==> config.mk <==
export PLATFORM = sky130hd
export DESIGN_NAME = flash_burst_prog
export DESIGN_NICKNAME = d
export VERILOG_FILES = /design/src/rtl/fbp_pkg.sv /design/src/rtl/fbp_addr_track.sv /design/src/rtl/fbp_poll_timer.sv /design/src/rtl/fbp_bus_mux.sv /design/src/rtl/flash_burst_prog.sv
export SDC_FILE = /design/constraint.sdc
export NUM_CORES = 1
export LEC_CHECK = 0
export CAP_MARGIN = 40
export CORE_MARGIN = 8
export CORE_UTILIZATION = 50
export DETAILED_ROUTE_END_ITERATION = 6
export PLACE_DENSITY = 0.92
export SYNTH_ARGS = -nofsm -noshare
export SYNTH_HDL_FRONTEND = slang
export SYNTH_SLANG_ARGS = --single-unit
==> constraint.sdc <==
create_clock -name clk -period 4.3 [get_ports clk]
set_input_delay 0.86 -clock clk [delete_from_list [all_inputs] [get_ports clk]]
set_output_delay 0.86 -clock clk [all_outputs]
set_load 0.02 [all_outputs]
==> src/rtl/fbp_pkg.sv <==
package fbp_pkg;

   typedef enum logic [3:0] {
      ST_IDLE,
      ST_UNL_A,
      ST_UNL_B,
      ST_BYP_ENT,
      ST_WAIT_WORD,
      ST_PGM_CMD,
      ST_PGM_DATA,
      ST_POLL_RD,
      ST_POLL_CHK,
      ST_VER_RD,
      ST_VER_CHK,
      ST_EXIT_A,
      ST_EXIT_B,
      ST_FIN
   } seq_state_t;

   // Device command bytes (low byte of the data bus)
   localparam logic [7:0] CMD_UNL_1  = 8'hAA;
   localparam logic [7:0] CMD_UNL_2  = 8'h55;
   localparam logic [7:0] CMD_BYPASS = 8'h20;
   localparam logic [7:0] CMD_PROG   = 8'hA0;
   localparam logic [7:0] CMD_EXIT_1 = 8'h90;
   localparam logic [7:0] CMD_EXIT_2 = 8'h00;

   // Unlock addresses need 11 address bits
   localparam logic [10:0] UNL_ADDR_1 = 11'h555;
   localparam logic [10:0] UNL_ADDR_2 = 11'h2AA;

endpackage

==> src/rtl/fbp_addr_track.sv <==
module fbp_addr_track #(
   parameter int unsigned ADDR_W  = 16,
   parameter int unsigned COUNT_W = 12
) (
   input  logic               clk,
   input  logic               rst_n,
   input  logic               load,
   input  logic               step,
   input  logic [ADDR_W-1:0]  base,
   input  logic [COUNT_W-1:0] count,
   output logic [ADDR_W-1:0]  cur_addr,
   output logic               last_word
);

   logic [COUNT_W-1:0] left_q;

   generate
      if (COUNT_W < 1) begin : g_bad_cw
         $error("fbp_addr_track: COUNT_W must be at least 1");
      end
   endgenerate

   always_ff @(posedge clk or negedge rst_n) begin
      if (!rst_n) begin
         cur_addr <= '0;
         left_q   <= '0;
      end else if (load) begin
         cur_addr <= base;
         left_q   <= count;
      end else if (step) begin
         cur_addr <= cur_addr + ADDR_W'(1);
         left_q   <= left_q - COUNT_W'(1);
      end
   end

   assign last_word = (left_q == COUNT_W'(1));

endmodule

==> src/rtl/fbp_poll_timer.sv <==
module fbp_poll_timer #(
   parameter int unsigned POLL_MAX = 4096
) (
   input  logic clk,
   input  logic rst_n,
   input  logic clear,
   input  logic miss,
   output logic expired
);

   localparam int unsigned CNT_W = (POLL_MAX > 1) ? $clog2(POLL_MAX) : 1;

   generate
      if (POLL_MAX < 2) begin : g_bad_pm
         $error("fbp_poll_timer: POLL_MAX must be at least 2");
      end
   endgenerate

   logic [CNT_W-1:0] cnt_q;

   always_ff @(posedge clk or negedge rst_n) begin
      if (!rst_n)     cnt_q <= '0;
      else if (clear) cnt_q <= '0;
      else if (miss)  cnt_q <= cnt_q + CNT_W'(1);
   end

   // The POLL_MAX-th consecutive miss
   assign expired = miss && (cnt_q == CNT_W'(POLL_MAX - 1));

endmodule

==> src/rtl/fbp_bus_mux.sv <==
module fbp_bus_mux
   import fbp_pkg::*;
#(
   parameter int unsigned ADDR_W = 16,
   parameter int unsigned DATA_W = 16
) (
   input  seq_state_t        cur_state,
   input  logic [ADDR_W-1:0] word_addr,
   input  logic [DATA_W-1:0] word_data,
   output logic              we,
   output logic              re,
   output logic [ADDR_W-1:0] addr,
   output logic [DATA_W-1:0] wdata
);

   logic [7:0]        cmd;
   logic [DATA_W-1:0] cmd_ext;
   logic              use_data;

   always_comb begin
      we       = 1'b0;
      re       = 1'b0;
      addr     = '0;
      cmd      = CMD_EXIT_2;
      use_data = 1'b0;
      case (cur_state)
         ST_UNL_A: begin
            we   = 1'b1;
            addr = ADDR_W'(UNL_ADDR_1);
            cmd  = CMD_UNL_1;
         end
         ST_UNL_B: begin
            we   = 1'b1;
            addr = ADDR_W'(UNL_ADDR_2);
            cmd  = CMD_UNL_2;
         end
         ST_BYP_ENT: begin
            we   = 1'b1;
            addr = ADDR_W'(UNL_ADDR_1);
            cmd  = CMD_BYPASS;
         end
         ST_PGM_CMD: begin
            we   = 1'b1;
            addr = word_addr;
            cmd  = CMD_PROG;
         end
         ST_PGM_DATA: begin
            we       = 1'b1;
            addr     = word_addr;
            use_data = 1'b1;
         end
         ST_POLL_RD, ST_VER_RD: begin
            re   = 1'b1;
            addr = word_addr;
         end
         ST_EXIT_A: begin
            we  = 1'b1;
            cmd = CMD_EXIT_1;
         end
         ST_EXIT_B: begin
            we  = 1'b1;
            cmd = CMD_EXIT_2;
         end
         default: ;
      endcase
   end

   generate
      if (DATA_W == 8) begin : g_narrow
         assign cmd_ext = cmd;
      end else begin : g_wide
         assign cmd_ext = {{(DATA_W-8){1'b0}}, cmd};
      end
   endgenerate

   assign wdata = use_data ? word_data : cmd_ext;

endmodule

==> src/rtl/flash_burst_prog.sv <==
module flash_burst_prog
   import fbp_pkg::*;
#(
   parameter int unsigned ADDR_W     = 16,
   parameter int unsigned DATA_W     = 16,
   parameter int unsigned COUNT_W    = 12,
   parameter int unsigned POLL_MAX   = 4096,
   parameter int unsigned STATUS_BIT = 7
) (
   input  logic               clk,
   input  logic               rst_n,
   input  logic               start,
   input  logic [ADDR_W-1:0]  base_addr,
   input  logic [COUNT_W-1:0] word_count,
   input  logic               s_valid,
   output logic               s_ready,
   input  logic [DATA_W-1:0]  s_data,
   output logic               bus_we,
   output logic               bus_re,
   output logic [ADDR_W-1:0]  bus_addr,
   output logic [DATA_W-1:0]  bus_wdata,
   input  logic [DATA_W-1:0]  bus_rdata,
   output logic               busy,
   output logic               done,
   output logic               err_verify,
   output logic               err_timeout,
   output logic [ADDR_W-1:0]  err_addr
);

   generate
      if (ADDR_W < 11) begin : g_bad_aw
         $error("flash_burst_prog: ADDR_W must be at least 11");
      end
      if (DATA_W < 8) begin : g_bad_dw
         $error("flash_burst_prog: DATA_W must be at least 8");
      end
      if (STATUS_BIT >= DATA_W) begin : g_bad_sb
         $error("flash_burst_prog: STATUS_BIT outside data bus");
      end
   endgenerate

   seq_state_t        state_q, state_d;
   logic [DATA_W-1:0] data_q;
   logic [ADDR_W-1:0] cur_addr;
   logic              last_word;
   logic              job_load, word_take, addr_step;
   logic              poll_hit, poll_miss, poll_expired, verify_ok;

   assign job_load  = start && (state_q == ST_IDLE);
   assign word_take = s_valid && (state_q == ST_WAIT_WORD);
   assign poll_hit  = (bus_rdata[STATUS_BIT] == data_q[STATUS_BIT]);
   assign verify_ok = (bus_rdata == data_q);
   assign poll_miss = (state_q == ST_POLL_CHK) && !poll_hit;
   assign addr_step = (state_q == ST_VER_CHK) && verify_ok && !last_word;

   fbp_addr_track #(
      .ADDR_W  (ADDR_W),
      .COUNT_W (COUNT_W)
   ) i_addr_track (
      .clk       (clk),
      .rst_n     (rst_n),
      .load      (job_load),
      .step      (addr_step),
      .base      (base_addr),
      .count     (word_count),
      .cur_addr  (cur_addr),
      .last_word (last_word)
   );

   fbp_poll_timer #(
      .POLL_MAX (POLL_MAX)
   ) i_poll_timer (
      .clk     (clk),
      .rst_n   (rst_n),
      .clear   (state_q == ST_PGM_DATA),
      .miss    (poll_miss),
      .expired (poll_expired)
   );

   fbp_bus_mux #(
      .ADDR_W (ADDR_W),
      .DATA_W (DATA_W)
   ) i_bus_mux (
      .cur_state (state_q),
      .word_addr (cur_addr),
      .word_data (data_q),
      .we        (bus_we),
      .re        (bus_re),
      .addr      (bus_addr),
      .wdata     (bus_wdata)
   );

   always_comb begin
      state_d = state_q;
      case (state_q)
         ST_IDLE:
            if (start) state_d = (word_count == '0) ? ST_FIN : ST_UNL_A;
         ST_UNL_A:     state_d = ST_UNL_B;
         ST_UNL_B:     state_d = ST_BYP_ENT;
         ST_BYP_ENT:   state_d = ST_WAIT_WORD;
         ST_WAIT_WORD: if (s_valid) state_d = ST_PGM_CMD;
         ST_PGM_CMD:   state_d = ST_PGM_DATA;
         ST_PGM_DATA:  state_d = ST_POLL_RD;
         ST_POLL_RD:   state_d = ST_POLL_CHK;
         ST_POLL_CHK: begin
            if (poll_hit)          state_d = ST_VER_RD;
            else if (poll_expired) state_d = ST_EXIT_A;
            else                   state_d = ST_POLL_RD;
         end
         ST_VER_RD:    state_d = ST_VER_CHK;
         ST_VER_CHK: begin
            if (!verify_ok || last_word) state_d = ST_EXIT_A;
            else                         state_d = ST_WAIT_WORD;
         end
         ST_EXIT_A:    state_d = ST_EXIT_B;
         ST_EXIT_B:    state_d = ST_FIN;
         ST_FIN:       state_d = ST_IDLE;
         default:      state_d = ST_IDLE;
      endcase
   end

   always_ff @(posedge clk or negedge rst_n) begin
      if (!rst_n) begin
         state_q <= ST_IDLE;
         data_q  <= '0;
      end else begin
         state_q <= state_d;
         if (word_take) data_q <= s_data;
      end
   end

   always_ff @(posedge clk or negedge rst_n) begin
      if (!rst_n) begin
         err_verify  <= 1'b0;
         err_timeout <= 1'b0;
         err_addr    <= '0;
      end else if (job_load) begin
         err_verify  <= 1'b0;
         err_timeout <= 1'b0;
         err_addr    <= '0;
      end else if ((state_q == ST_VER_CHK) && !verify_ok) begin
         err_verify <= 1'b1;
         err_addr   <= cur_addr;
      end else if (poll_miss && poll_expired) begin
         err_timeout <= 1'b1;
         err_addr    <= cur_addr;
      end
   end

   assign busy    = (state_q != ST_IDLE);
   assign done    = (state_q == ST_FIN);
   assign s_ready = (state_q == ST_WAIT_WORD);

endmodule

# Yosys cells after proc, flatten, opt, wreduce, memory -nomap -nowiden
# Cells that the tools add are included.
# word_totals
register_bits	78
latchBits	0
mem_bits_rw	0
rom_bits	0
inputBits	64
out_inout_bits	55
elab_cells	84
memories	0
# op_classes
n_addsub	3
multipliers	0
div	0
order_cmp	0
n_eq_ne	20
n_shift	0
mux	27
bitwise_logic	0
n_reduce_logical	26
# ops
cell	count
$mux 16	6
$pmux 4 s13	1
$mux 12	4
$pmux 16 s3	1
$pmux 8 s5	1
$eq 4x4->1 const B	6
$mux 4	6
$add 16x1->16 const B	1
$eq 16x16->1	1
$eq 4x3->1 const B	4
$add 12x1->12 const B	1
$eq 12x1->1 const B	1
$eq 12x12->1 const B	1
$logic_not 12->1	1
$sub 12x1->12 const B	1
$eq 4x2->1 const B	2
$logic_and 1x1->1	8
$mux 1	8
$reduce_bool 2->1	4
$reduce_or 7->1	1
$eq 4x1->1 const B	1
$logic_not 4->1	1
$ne 2x2->1 const B	2
$reduce_and 2->1	2
other kinds (8)	11

# Logic depth before layout (Yosys ltp)
# logic_depth
word_depth	8
ltp_mapped	10
mapped_depth_nobuf	8

# Modules after synthesis
# From an unflattened synthesis, not the netlist that was laid out.
# hier_totals
hier_cells	500
hier_area_um2	4758.3
# by_module_without_submodules
module	n_inst	cells_each	area_each_um2	seq_area_each_um2
flash_burst_prog	1	178	1984.4	950.9
fbp_addr_track	1	169	1609.0	700.7
fbp_poll_timer	1	60	604.3	300.3
fbp_bus_mux	1	93	560.5	0.0

# Least setup slack after synthesis
# No wires, ideal clock.
# synth_path
path_kind	input to register
start	input bus_rdata[7]
end	register i_addr_track.left_q[11]
setup_ns	0.126
arrival_ns	2.682
required_time_ns	4.174
slack_ns	1.492
path_stages	7
n_path_buf	1
path_cell_list	xnor2_1 nand4_1 or4_1 o21ai_1 buf_2 o21ai_1 a221o_1
# synth_between
elab_chain_cells	4
# synth_lines
item	line	rtl
from (decl)	flash_burst_prog.sv:22	input logic [DATA_W-1:0] bus_rdata,
$eq 16x16->1	flash_burst_prog.sv:52	assign verify_ok = (bus_rdata == data_q);
$logic_and 1x1->1 (2 in series)	flash_burst_prog.sv:54	assign addr_step = (state_q == ST_VER_CHK) && verify_ok && !last_word;
$reduce_bool 2->1 (no line)	--	
to (signal assigned)	fbp_addr_track.sv:29	left_q <= count;
to (signal assigned)	fbp_addr_track.sv:32	left_q <= left_q - COUNT_W'(1);
to (decl)	fbp_addr_track.sv:15	logic [COUNT_W-1:0] left_q;
# Every way passes these cells.
# A chain may end at the register's enable or synchronous reset.

# Final worst setup path
# layout_path
start	register state_q[3]
end	output bus_addr[12]
# layout_between
elab_chain_cells	3
elab_cells_between_ends	10
cone_classes	7 x eq/ne; 1 x mux; 2 x reduce/logical
# layout_lines
item	line	rtl
from (decl)	flash_burst_prog.sv:42	seq_state_t state_q, state_d;
from (signal assigned)	flash_burst_prog.sv:127	state_q <= state_d;
$eq 4x3->1 (tied with other cells)	fbp_bus_mux.sv:26	case (cur_state)
$reduce_or 4->1 (no line) or $reduce_or 2->1 (tied branches)	--	
$pmux 16 s3 *	fbp_bus_mux.sv:26	
to (decl)	flash_burst_prog.sv:20	output logic [ADDR_W-1:0] bus_addr,
# Every way passes the cells marked *; elsewhere a longest branch is shown, timed or not.

==> results.toml <==
[critical_path]
worst-endpoint-required_ns = 3.44
ff2ff_setup_slack_ns = 1.60
path_class = "flop to primary output"
timing.critical_path.max_delay_family = "simple AND/OR/NAND/NOR gates"
timing.critical_path.fanout_max = 25
critical_path.cell_chain = "nand2b_1 > nor2_1 > o21ai_0 > nand2b_1 > and2_1 > clkdlybuf4s50_1"
critPathMostFrequentCell = "sky130_fd_sc_hd__nand2b_1"
crit_path_end_kind = "primary output"
critical-path-slowest-cell = "sky130_fd_sc_hd__dfrtp_1"
cp.buffers_inverters = 1
timing.critical_path.from_type = "flop"
cp_max_stage_delay_ns = 0.82
worst-endpoint-arrival_ns = 2.90

[clock_tree]
clkLatencyLatePin_ns = 0.35
max-clock-path-buffers = 2
cts-resized-gates = 0
cts_tree = "yes"
cts-htree-levels = 3
clock_sink_count = 78
cts.hold.buffers_added = 0
clock_pin_slew_on_the_worst_setup_and_hold_paths_ns = 0.09
clk_root_buffer_cell = "sky130_fd_sc_hd__clkbuf_8"
cts_made_buffers = 9
cts_setup_buffers = 0

[global_route]
gr_usage_total_pct = 22.4
grt_pass1_wl_um = 23200
grt_pass1_vias = 4629
grt.overflow.total = 0
antenna_found_initial = 0
maximum_number_of_pins_on_one_net_before_global_route_repair = 46

[route]
avgViaCountPerCell = 6.05
top_layer_used = "met4"
detail_route.drc_violations = 0
wl_met1_um = 5720
detailedRoute.firstIterationViolations = 419
routed-via-count = 4559
wl_met3_um = 1210
met2_length_um = 6750
route.antenna.remaining_nets = 0
detail_route.wl_per_cell_um = 18.7
totalWireLength_um = 14100
drt_first_pass_iters = 6

[synthesis]
synthesis.area_um2 = 4630
yosys_warnings = 0
syn_nets = 606
syn-instance-count = 538
edff_count_synth = 0
yosysUniqueCellTypes = 54
postSynth.topFlopCell = "sky130_fd_sc_hd__dfrtp_1"
netlist_top_cells_count = "sky130_fd_sc_hd__dfrtp_1, sky130_fd_sc_hd__nand2_1, sky130_fd_sc_hd__nor2_1, sky130_fd_sc_hd__o21ai_0, sky130_fd_sc_hd__a21oi_1"
post_synth.cell_area_avg_um2 = 8.61
synthArstFlopShare_pct = 100
synth_seq_cells = 78
synth_area_leaders = "sky130_fd_sc_hd__dfrtp_1, sky130_fd_sc_hd__nand2_1, sky130_fd_sc_hd__o21ai_0, sky130_fd_sc_hd__nor2_1, sky130_fd_sc_hd__mux2_2"
post_synthesis_cell_type_with_the_largest_combined_area = "sky130_fd_sc_hd__dfrtp_1"
synth_seq_area_share_pct = 42.1
cell_with_the_most_instances_after_synthesis = "sky130_fd_sc_hd__dfrtp_1"
fraction_of_synthesized_cell_area_taken_by_the_top_area_cell_type_pct = 42.1

[floorplan]
core_area_um2 = 9110
io-pin-count = 119
dieHeight_um = 112
num_rows = 35
fp.dieW_um = 112
die_area_um2 = 12600
initial_core_util_pct = 50.9

[power]
finalPower_mw = 4.25
leakagePower_nw = 2.49
irDropWorstVdd_uv = 314
cellPowerDensity_nw_per_um2 = 696

[sta]
hold_ws_ns = 0.445
finalCritPeriodShare_pct = 87.5
worst_relative_slew_slack_pct = 48.0
post-route-min-period_ns = 3.76
clock_skew_ns = 0.00934
timing_max_transition_violations_final = 0
grt_setup_unrepaired = "false"
max_slew.worst_pin.slew_ns = 0.781
setup_viol = 0
finalHoldViolations = 0
finalSetupTns_ns = 0
achievable-frequency_ghz = 0.266

[finish]
synthToLayoutAreaGrowth_pct = 31.6
drive_gt1_share_pct = 7.47
num_antenna_cells = 0
nNetsFinal = 706
filler_cell_count = 719

[hold_path]
timing.hold.worst.class = "input port to async pin"

[placed_design]
place.detailed.hpwl_um = 10600
io_buffers = 118
gp_routability_congestion = 0.969

[job]
drv.max_cap_violation_count = 0

[outcome]
status = "finished clean"
[cells in the final DEF, fill, tap and decap left out, types with 3 or more instances in the layout]
| cell type | instances |
|---|---|
| sky130_fd_sc_hd__clkdlybuf4s50_1 | 117 |
| sky130_fd_sc_hd__dfrtp_1 | 78 |
| sky130_fd_sc_hd__nand2_1 | 69 |
| sky130_fd_sc_hd__nor2_1 | 51 |
| sky130_fd_sc_hd__o21ai_0 | 42 |
| sky130_fd_sc_hd__a21oi_1 | 35 |
| sky130_fd_sc_hd__xnor2_1 | 20 |
| sky130_fd_sc_hd__and2_1 | 18 |
| sky130_fd_sc_hd__nand3_1 | 16 |
| sky130_fd_sc_hd__mux2_2 | 16 |
| sky130_fd_sc_hd__inv_1 | 13 |
| sky130_fd_sc_hd__nand4_1 | 11 |
| sky130_fd_sc_hd__and3_1 | 10 |
| sky130_fd_sc_hd__a21o_1 | 9 |
| sky130_fd_sc_hd__nor4_1 | 9 |
| sky130_fd_sc_hd__nor3_1 | 9 |
| sky130_fd_sc_hd__clkbuf_8 | 9 |
| sky130_fd_sc_hd__nand2b_1 | 8 |
| sky130_fd_sc_hd__or3_1 | 8 |
| sky130_fd_sc_hd__buf_4 | 8 |
| sky130_fd_sc_hd__a221o_1 | 7 |
| sky130_fd_sc_hd__o21a_1 | 6 |
| sky130_fd_sc_hd__a22o_1 | 6 |
| sky130_fd_sc_hd__o21ai_1 | 6 |
| sky130_fd_sc_hd__xor2_1 | 5 |
| sky130_fd_sc_hd__a31oi_1 | 5 |
| sky130_fd_sc_hd__o22ai_1 | 4 |
| sky130_fd_sc_hd__a211oi_1 | 4 |
| sky130_fd_sc_hd__ha_1 | 4 |
| sky130_fd_sc_hd__mux2i_1 | 3 |
[logic make-up after synthesis]
family | after synthesis | synth area share (%)
AO/OA/AOI/OAI | 142 | 19.5
XOR/XNOR | 25 | 4.72
adder cells (fa/ha/maj) | 4 | 1.08
buffers and inverters | 50 | 4.51
flip-flops | 78 | 42.1
multiplexers | 19 | 4.54
AND/OR/NAND/NOR | 220 | 23.6
[worst paths after layout]
path | cells after the start | end | startpoint
max | 6 | bus_addr[12] | state_q[3]
min | 1 | err_addr[5] | rst_n
max reg2reg | 6 | i_addr_track.cur_addr[5] | i_addr_track.left_q[3]
min reg2reg | 1 | i_addr_track.left_q[11] | i_addr_track.left_q[11]
max in group asynchronous | 2 | i_addr_track.cur_addr[4] | rst_n
min in group clk | 1 | i_addr_track.left_q[11] | i_addr_track.left_q[11]
[power breakdown]
group | total [mW] | internal [mW] | switching (mW)
Clock | 0.625 | 0.330 | 0.295
Sequential | 1.43 | 1.01 | 0.417
Combinational | 2.19 | 1.03 | 1.16
Total | 4.25 | 2.38 | 1.87
[through the flow]
step | area (µm²) | std cells | util (%) | setup WS [ns]
2_1_floorplan | 4630 | 538 | - | 1.49
3_3_place_gp | 5850 | 737 | 64.2 | 0.960
4_1_cts | 6100 | 754 | 66.9 | 0.570
6_report | 6100 | 754 | 66.9 | 0.539
5_1_grt | 6100 | 754 | 66.9 | 0.327
3_5_place_dp | 5880 | 738 | 64.5 | 0.871
[sequential cells by signal, indices dropped and copies added (netlist names)]
signal / cells
i_addr_track.cur_addr: 16
data_q: 16
state_q: 4
i_poll_timer.cnt_q: 12
i_addr_track.left_q: 12
err_addr: 16
err_timeout: 1
err_verify: 1
[layout make-up]
type	instances	area, µm²	share of cell area, %
clock inverter	7	96.3	1.58
inverter	13	48.8	0.800
multi-input combinational	410	2480	40.7
timing repair buffer	126	1260	20.6
clock buffer	9	124	2.03
sequential	78	1950	32.0
tap	111	139	2.28
[layer usage]
metal / vias to the layer above / track usage (%)
met1: 2161 / 26.4
met5: - / 0
met3: 41 / 6.12
met4: 0 / 9.80
met2: 250 / 37.7
li1: 2107 / -
Power figures use the tool's default switching activity.
